File: src/rtl/defer_pkg.sv
package defer_pkg;

  typedef enum logic [1:0] {
    ST_BUSY = 2'd0,
    ST_PH1  = 2'd1,
    ST_PH2  = 2'd2,
    ST_DONE = 2'd3
  } defer_state_e;

  localparam int unsigned NUM_STATES = 4;

  // Number of ticks a state lasts; zero for untimed states.
  function automatic int unsigned phase_ticks(defer_state_e s,
                                              int unsigned p1,
                                              int unsigned p2);
    case (s)
      ST_PH1:  return p1;
      ST_PH2:  return p2;
      default: return 0;
    endcase
  endfunction

  // Carrier takes the medium (idle -> busy) only in half duplex.
  function automatic logic carrier_seizes(logic car, logic fdx);
    return car & ~fdx;
  endfunction

  // Carrier restarts the gap only in the first phase of two-part mode.
  function automatic logic carrier_restarts(logic car, logic single, logic fdx);
    return car & ~single & ~fdx;
  endfunction

  // Line busy releases when carrier drops or carrier is being ignored.
  function automatic logic line_released(logic car, logic fdx);
    return ~car | fdx;
  endfunction

endpackage

File: src/rtl/defer_gap_timer.sv
module defer_gap_timer #(
  parameter int unsigned CNT_W = 7
) (
  input  logic             clk_i,
  input  logic             rst_ni,
  input  logic             clear_i,
  input  logic             count_en_i,
  input  logic [CNT_W-1:0] limit_i,
  output logic             expire_o
);
  logic [CNT_W-1:0] cnt_q;

  assign expire_o = count_en_i && (cnt_q == (limit_i - CNT_W'(1)));

  always_ff @(posedge clk_i) begin
    if (!rst_ni)         cnt_q <= '0;
    else if (clear_i)    cnt_q <= '0;
    else if (count_en_i) cnt_q <= cnt_q + CNT_W'(1);
  end
endmodule

File: src/rtl/defer_next_state.sv
module defer_next_state
  import defer_pkg::*;
(
  input  defer_state_e state_i,
  input  logic         carrier_i,
  input  logic         single_i,
  input  logic         fdx_i,
  input  logic         expire_i,
  output defer_state_e state_o,
  output logic         restart_ev_o,
  output logic         gap_start_ev_o
);
  always_comb begin
    state_o        = state_i;
    restart_ev_o   = 1'b0;
    gap_start_ev_o = 1'b0;
    case (state_i)
      ST_DONE: if (carrier_seizes(carrier_i, fdx_i)) state_o = ST_BUSY;
      ST_BUSY: if (line_released(carrier_i, fdx_i)) begin
        state_o        = ST_PH1;
        gap_start_ev_o = 1'b1;
      end
      ST_PH1: begin
        if (carrier_restarts(carrier_i, single_i, fdx_i)) begin
          state_o      = ST_BUSY;
          restart_ev_o = 1'b1;
        end else if (expire_i) begin
          state_o = ST_PH2;
        end
      end
      ST_PH2: if (expire_i) state_o = ST_DONE;
      default: state_o = ST_DONE;
    endcase
  end
endmodule

File: src/rtl/ifg_defer_ctrl.sv
module ifg_defer_ctrl
  import defer_pkg::*;
#(
  parameter int unsigned PH1_TICKS = 64,
  parameter int unsigned PH2_TICKS = 32
) (
  input  logic clk_i,
  input  logic rst_ni,
  input  logic carrier_i,
  input  logic single_mode_i,
  input  logic full_duplex_i,
  input  logic bit_tick_i,
  output logic gap_done_o,
  output logic st_busy_o,
  output logic st_ph1_o,
  output logic st_ph2_o,
  output logic st_done_o
);
  localparam int unsigned LONGEST = (PH1_TICKS > PH2_TICKS) ? PH1_TICKS : PH2_TICKS;
  localparam int unsigned CNT_W   = $clog2(LONGEST + 1);

  defer_state_e state_q, state_d;
  logic             in_gap;
  logic             tick_in_gap;
  logic             phase_expire;
  logic             timer_clear;
  logic             restart_ev;
  logic             gap_start_ev;
  logic [CNT_W-1:0] phase_limit;
  logic [NUM_STATES-1:0] st_vec;

  always_ff @(posedge clk_i) begin
    if (!rst_ni) state_q <= ST_DONE;
    else         state_q <= state_d;
  end

  assign in_gap      = (state_q == ST_PH1) || (state_q == ST_PH2);
  assign tick_in_gap = bit_tick_i & in_gap;
  assign phase_limit = CNT_W'(phase_ticks(state_q, PH1_TICKS, PH2_TICKS));
  assign timer_clear = (state_d != state_q);

  defer_gap_timer #(.CNT_W(CNT_W)) u_timer (
    .clk_i      (clk_i),
    .rst_ni     (rst_ni),
    .clear_i    (timer_clear),
    .count_en_i (tick_in_gap),
    .limit_i    (phase_limit),
    .expire_o   (phase_expire)
  );

  defer_next_state u_next (
    .state_i        (state_q),
    .carrier_i      (carrier_i),
    .single_i       (single_mode_i),
    .fdx_i          (full_duplex_i),
    .expire_i       (phase_expire),
    .state_o        (state_d),
    .restart_ev_o   (restart_ev),
    .gap_start_ev_o (gap_start_ev)
  );

  for (genvar i = 0; i < NUM_STATES; i++) begin : g_flag
    assign st_vec[i] = (state_q == defer_state_e'(i));
  end

  assign st_busy_o  = st_vec[ST_BUSY];
  assign st_ph1_o   = st_vec[ST_PH1];
  assign st_ph2_o   = st_vec[ST_PH2];
  assign st_done_o  = st_vec[ST_DONE];
  assign gap_done_o = st_vec[ST_DONE];
endmodule

File: config.mk
export PLATFORM = sky130hd
export DESIGN_NAME = ifg_defer_ctrl
export DESIGN_NICKNAME = d
export VERILOG_FILES = /design/src/rtl/defer_pkg.sv /design/src/rtl/defer_gap_timer.sv /design/src/rtl/defer_next_state.sv /design/src/rtl/ifg_defer_ctrl.sv
export SDC_FILE = /design/constraint.sdc
export NUM_CORES = 1
export LEC_CHECK = 0
export ABC_AREA = 1
export BUFFER_PORTS_ARGS = -buffer_cell sky130_fd_sc_hd__buf_2
export CORE_MARGIN = 2
export CORE_UTILIZATION = 30
export CTS_CLUSTER_SIZE = 40
export DETAILED_ROUTE_END_ITERATION = 10
export GPL_TIMING_DRIVEN = 0
export PLACE_DENSITY = 0.6
export SETUP_SLACK_MARGIN = 0.1
export SYNTH_ARGS = -nofsm -noshare
export SYNTH_HDL_FRONTEND = slang
export SYNTH_SLANG_ARGS = --single-unit
File: constraint.sdc
create_clock -name clk_i -period 1.55 [get_ports clk_i]
set_input_delay 0.0775 -clock clk_i [delete_from_list [all_inputs] [get_ports clk_i]]
set_output_delay 0.0775 -clock clk_i [all_outputs]
set_load 0.1 [all_outputs]
==> out/results.ini, run 1 <==
[yosys]
synth.top_cell.area_share_pct = 29.3
yosysTopAreaCell = dfxtp_1
synth_seq_cells = 9
yosys_warnings = 0
synthTopCellsByArea = dfxtp_1, nand2_1, ha_1
mappedNetlistArea_sq_um = 614
avgSynthCellArea_sq_um = 7.78
seq_area_frac_synth_pct = 29.3
ys_types = 22
syn_nets = 90
synthCells = 79

[global_route]
grt_antenna_before_repair = 0
grt_usage_pct = 10.6
gr-total-overflow = 0
grt_pass1_wl_mm = 1.97
grt_pass1_vias = 503
use_met2_pct = 18.0
met3_usage_pct = 2.15
grt_max_degree = 8
gr-usage-met1_pct = 11.8
grt_most_used_layer = met2

[worst_setup_path]
reg2reg_slack_ps = -70
startpoint = state_q[0]
path_max_fanout = 7
critPathRequiredTime_ps = 1710
cp-endpoint = u_timer.cnt_q[1]
startpoint_type = flop
r2r_start = state_q[0]
reg2reg_depth = 13
worstReg2RegEnd = u_timer.cnt_q[1]
path_class = reg2reg
worst_setup_path_end_kind = flop
crit_arrival_ps = 1780

[floorplanning]
coreArea_sq_mm = 0.00194
die_w_microns = 49.3
num_rows = 16
dieArea_sq_mm = 0.00243
die_y_microns = 49.3
start_util_pct = 31.6
io_pins = 11

[outcome]
violations = setup timing
outcome = finished, violations left

[cells_and_area]
final.fill_count = 206
nNetsFinal = 115
regArea_sq_um = 188
multiInputGateArea_sq_um = 457
fin_util_pct = 45.9
area_growth_syn_to_layout_pct = 45.0
drive_above_1_share_pct = 49.5
antenna_cells = 0

[drt]
wl_mm = 1.19
ant_nets = 0
wl_per_cell_microns = 9.14
dr_total_vias = 563
dr.pass1.iters = 4
route.detailed.drc = 0
vias_per_cell = 4.33
drtIter0Drc = 13

[power_and_ir_drop]
switching_share_pct = 56.0
p_seq_share_pct = 17.9
power.switching_uw = 946
intPower_uw = 742
worst_ir_drop_vdd_mv = 1.06
leakagePower_nw = 0.376
power_frac_comb_pct = 71.3
clockPowerShare_pct = 10.8
p_per_area_mw_per_mm2 = 1900

[min_path]
hp-class = in2reg

[placement]
gp_congestion = 0.709
port_buffers = 10
dp_slack_ps = -215
hpwlAfterDp_microns = 797

[clocking]
clock_path_buffers = 2
cts_sinks = 9
insertion_delay_ps = 260
numCtsBuffers = 3
cts.clk_slew.worst_paths_ps = 60
htreeDepth = 1
cts_tree = done
cts_root_buffer = clkbuf_4

[sta]
setup_viol = 7
timing.fmax_mhz = 618
rsz0062_at_grt = true
fin_crit_sh_pct = 104
fin_ws_ps = -68.3
maxSlewHeadroom_pct = 67.5
hold_violations = 0
period_minus_slack_ps = 1620
worstMarginPinSlew_ps = 491
slew_viol_final = 0
hold_ws_ps = 286
fin_skew_ps = 2.00

[flow_run]
maxCapViolations = 0

[worst min path at each step]
stage | startpoint | endpoint | slack [ps] | cells after the start
floorplan | rst_ni | state_q[1] | 150 | 1
global placement | rst_ni | state_q[0] | 270 | 2
detailed placement | rst_ni | state_q[0] | 270 | 2
CTS | bit_tick_i | u_timer.cnt_q[2] | 270 | 5
global route | bit_tick_i | u_timer.cnt_q[0] | 320 | 4
finish | bit_tick_i | u_timer.cnt_q[0] | 290 | 4
[worst max-delay path: stages, from the launching register on]
cell and delay (ps):
dfxtp_4 370, inv_6 40, ha_4 270, nand3_4 80, nor2_4 100, nand3_2 80
nand2_1 70, nand2_1 60, nand2_2 90, nand3_2 60, nand2_1 80, nor2_2 50
nand2_4 140, nor2_2 40
[layout make-up]
cell class | count | share of cell area, %
inverters | 8 | 4.49
well taps | 27 | 3.79
clock buffers | 4 | 2.95
plain buffers | 1 | 0.843
repair buffers | 20 | 15.6
flip-flops and latches | 9 | 21.1
multi-input cells | 61 | 51.3
[power by group through the flow]
| stage | sequential, mW | combinational [mW] | clock (mW) |
|---|---|---|---|
| final | 0.302 | 1.20 | 0.183 |
| after CTS | 0.304 | 1.19 | 0.187 |
| after global placement | 0.331 | 1.05 | 0 |
| after detailed placement | 0.331 | 1.06 | 0 |
| after floorplan | 0.323 | 0.992 | 0 |
| after global routing | 0.306 | 1.29 | 0.199 |
[stage by stage]
step	total power [mW]	instances	TNS (ps)	area (sq um)
after detailed placement	1.39	116	-1490	763
after floorplan	1.31	79	-837	679
after global routing	1.80	130	-1410	891
final	1.69	130	-465	891
after global placement	1.38	116	-1400	763
after CTS	1.68	129	-752	870
[placed cells by master, fill, tap and decap left out]
cell type      count
a21oi_1            1
a21oi_2            1
buf_2              7
buf_4             10
buf_6              1
clkbuf_1           1
clkbuf_4           5
dfxtp_1            7
dfxtp_4            2
dlygate4sd3_1      1
ha_1               1
ha_4               4
inv_1              4
inv_2              2
inv_6              2
mux2i_1            1
nand2_1           21
nand2_2            3
nand2_4            1
nand3_1            3
nand3_2            2
nand3_4            1
nor2_1             2
nor2_2             7
nor2_4             2
nor3b_2            1
o21ai_0            2
o21ai_1            2
xnor2_1            1
xor2_1             5
[flip-flops by register name (all words and copies together), names as in the netlist]
name and flops:
u_timer.cnt_q 7, state_q 2
[Yosys cell counts]
master and instances:
a21oi_1 1, a21oi_2 1, buf_4 1, dfxtp_1 9, ha_1 5, inv_1 6, inv_2 2, mux2i_1 1
nand2_1 21, nand2_2 3, nand2_4 1, nand3_1 4, nand3_2 1, nand3_4 1, nor2_1 2, nor2_2 8
nor2_4 1, nor3b_2 1, o21ai_0 2, o21ai_1 2, xnor2_1 1, xor2_1 5
[layer usage]
layer	wire length [microns]	share of wire (%)	up-vias
met4	36	3.0	0
met1	554	47	250
li1	-	-	293
met3	62	5.2	5
met5	0	0	-
met2	536	45	15
[cell families (layout without fill, tap and decap cells)]
group	Yosys count	count (layout)	share of synthesized area [%]
AND/OR/NAND/NOR	43	43	38.7
multiplexers	1	1	1.63
AO/OA/AOI/OAI	6	6	5.50
XOR/XNOR	6	6	8.55
flip-flops	9	9	29.3
adder cells (fa/ha/maj)	5	5	10.2
buffers and inverters	9	33	6.11
[timing repair]
action | in CTS | in global routing
buffers inserted | 8 | 1
endpoints found under the hold margin | 2 | 0
hold buffers | 1 | 0
endpoints found under the setup margin | 10 | 10
gates resized for setup | 4 | 4
pin swaps | 6 | 7
gates cloned | 0 | 0
No activity file was read; power rests on OpenSTA's default activity.
==> run 2, diff against run 1 <==
Settings changed: CORE_UTILIZATION 30 to 47, PLACE_DENSITY 0.6 to 0.82.
==> run 2 against run 1 <==
The flow still finishes with violations (setup timing). Utilization is 29 points higher. Cell count is 5.4% lower. Fmax is 4.7% lower. Total power is 17% higher. Count of clock-buffer cells in the layout stayed put. Sequential cell count stayed put. Critical path depth is 1 higher. Global-route usage is 11 points higher. Design area is 5.9% higher. Sequential share of layout area is 1.2 points lower. Critical endpoint is now u_timer.cnt_q[2]. Largest power group unchanged.
==> out/results.ini, run 2 (same netlist as run 1, synthesis figures left out) <==
[worst_setup_path]
reg2reg_depth = 14  ; +1
r2r_start = state_q[1]
critPathRequiredTime_ps = 1750  ; +40 ps
startpoint = state_q[1]
path_class = reg2reg
worst_setup_path_end_kind = flop
crit_arrival_ps = 1900  ; +120 ps
path_max_fanout = 7  ; unchanged
startpoint_type = flop

[placement]
hpwlAfterDp_microns = 832  ; +4.3%
gp_congestion = 0.751  ; +6.0%
port_buffers = 10  ; unchanged
dp_slack_ps = -246  ; -31.8 ps

[power_and_ir_drop]
power.switching_mw = 1.05  ; +11%
worst_ir_drop_vdd_mv = 1.43  ; +35%
clockPowerShare_pct = 9.3  ; -1.5 points
power_mw = 1.97  ; +17%
p_per_area_mw_per_mm2 = 2090  ; +10%
power_frac_comb_pct = 75.1  ; +3.8 points
leakagePower_nw = 0.409  ; +8.6%
switching_share_pct = 53.6  ; -2.5 points
p_seq_share_pct = 15.6  ; -2.3 points
intPower_uw = 914  ; +23%

[cells_and_area]
reg.largest.list = u_timer.cnt_q (7), state_q (2)
antenna_cells = 0  ; unchanged
regMostFlops = u_timer.cnt_q
drive_above_1_share_pct = 55.6  ; +6.0 points
largest_reg_flops = 7  ; unchanged
nNetsFinal = 120  ; +4.3%
layout_commonest_cell = nand2_1
area_growth_syn_to_layout_pct = 53.6
final_cell_mix = nand2_1, buf_4

[drt]
wl_per_cell_microns = 12.1  ; +32%
dr_total_vias = 601  ; +6.7%
route.detailed.drc = 0  ; unchanged
wl_mm = 1.48  ; +25%
drtIter0Drc = 6  ; -7
vias_per_cell = 4.89  ; +13%
ant_nets = 0  ; unchanged
dr.pass1.iters = 4  ; unchanged

[sta]
fin_crit_sh_pct = 110  ; +5.1 points
worstMarginPinSlew_ps = 485  ; -5.50 ps
period_minus_slack_ps = 1700  ; +79.1 ps
slew_viol_final = 0  ; unchanged
rsz0062_at_grt = true
hold_ws_ps = 310  ; +24.1 ps
timing.fmax_mhz = 589  ; -4.7%
setup_tns_ps = -1020  ; -557 ps
fin_skew_ps = 2.52  ; +0.516 ps
fin_ws_ps = -147  ; -79.1 ps
maxSlewHeadroom_pct = 67.9  ; +0.36 points
setup_viol = 8  ; +1
hold_violations = 0  ; unchanged

[clocking]
cts_tree = done
cts.clk_slew.worst_paths_ps = 60  ; about the same
cts_root_buffer = clkbuf_4
cts_sinks = 9  ; unchanged
clock_path_buffers = 2  ; unchanged
numCtsBuffers = 3  ; unchanged
insertion_delay_ps = 260  ; about the same
htreeDepth = 1  ; unchanged

[min_path]
min-delay-start = bit_tick_i
min_path_cells = 4  ; unchanged
hp-class = in2reg

[floorplanning]
io_pins = 11  ; unchanged
start_util_pct = 49.1  ; +17 points
num_rows = 13  ; -3
dieArea_sq_mm = 0.00161  ; -34%
die_y_microns = 40.2  ; -18%
coreArea_sq_mm = 0.00125  ; -36%
die_w_microns = 40.2  ; -18%

[outcome]
violations = setup timing
outcome = finished, violations left

[flow_run]
maxCapViolations = 0  ; unchanged

[global_route]
grt_antenna_before_repair = 0  ; unchanged
grt_usage_pct = 22.0  ; +11 points
grt_pass1_wl_mm = 2.27  ; +15%
grt_max_degree = 8  ; unchanged
grt_pass1_vias = 572  ; +14%
gr-total-overflow = 0  ; unchanged

[run 2: final cells by class]
cell class | instances | area (sq um)
plain buffers | 1 | 7.51
clock buffers | 4 | 26.3
fillers | 79 | 309
inverters | 8 | 40.0
multi-input cells | 61 | 467
flip-flops and latches | 9 | 188
well taps | 15 | 18.8
repair buffers | 25 | 196
[run 2: stage by stage]
step           std cells  utilization (%)  cell area, sq um
6_report             123             75.3               943
5_1_grt              123             75.3               943
4_1_cts              120             71.6               897
3_5_place_dp         104             59.7               748
3_3_place_gp         104             59.7               748
2_1_floorplan         79                -               679
[run 2: routing by layer]
layer,routed length [microns],part of all wire [%],GRT usage (%),vias to the layer above
li1,-,-,-,306
met1,605,41,20.0,273
met2,807,54,44.4,18
met3,43,2.9,3.33,4
met4,27,1.8,12.9,0
met5,0,0,0,-
[run 2: worst paths after layout]
kind                       to  slack [ps]
max          u_timer.cnt_q[2]        -150
min          u_timer.cnt_q[0]         310
max reg2reg  u_timer.cnt_q[2]        -150
min reg2reg  u_timer.cnt_q[6]         540
[run 2: power by group through the flow]
stage | Combinational [mW] | Clock (mW) | Sequential, mW
final | 1.48 | 0.183 | 0.306
after global routing | 1.58 | 0.201 | 0.309
after CTS | 1.31 | 0.188 | 0.304
after detailed placement | 1.05 | 0 | 0.334
after global placement | 1.04 | 0 | 0.329
after floorplan | 0.992 | 0 | 0.323
[run 2: timing repair]
| item | CTS | global route |
|---|---|---|
| setup endpoints to repair | 10 | 13 |
| pin swaps | 9 | 10 |
| hold buffers | 1 | 0 |
| resized for setup | 6 | 8 |
| endpoints found under the hold margin | 1 | 0 |
| setup buffers | 12 | 3 |
[run 2: worst max-delay path: stages, from the launching register on]
cell,delay (ps)
dfxtp_4,370
inv_6,40
ha_4,260
nand3_4,70
nor2_4,100
nand3_2,100
nand2_1,70
nand2_1,40
nand2_1,80
nand2_2,70
nand2_2,90
nand2_2,60
nand2_2,90
nand2_4,100
nor2_2,100
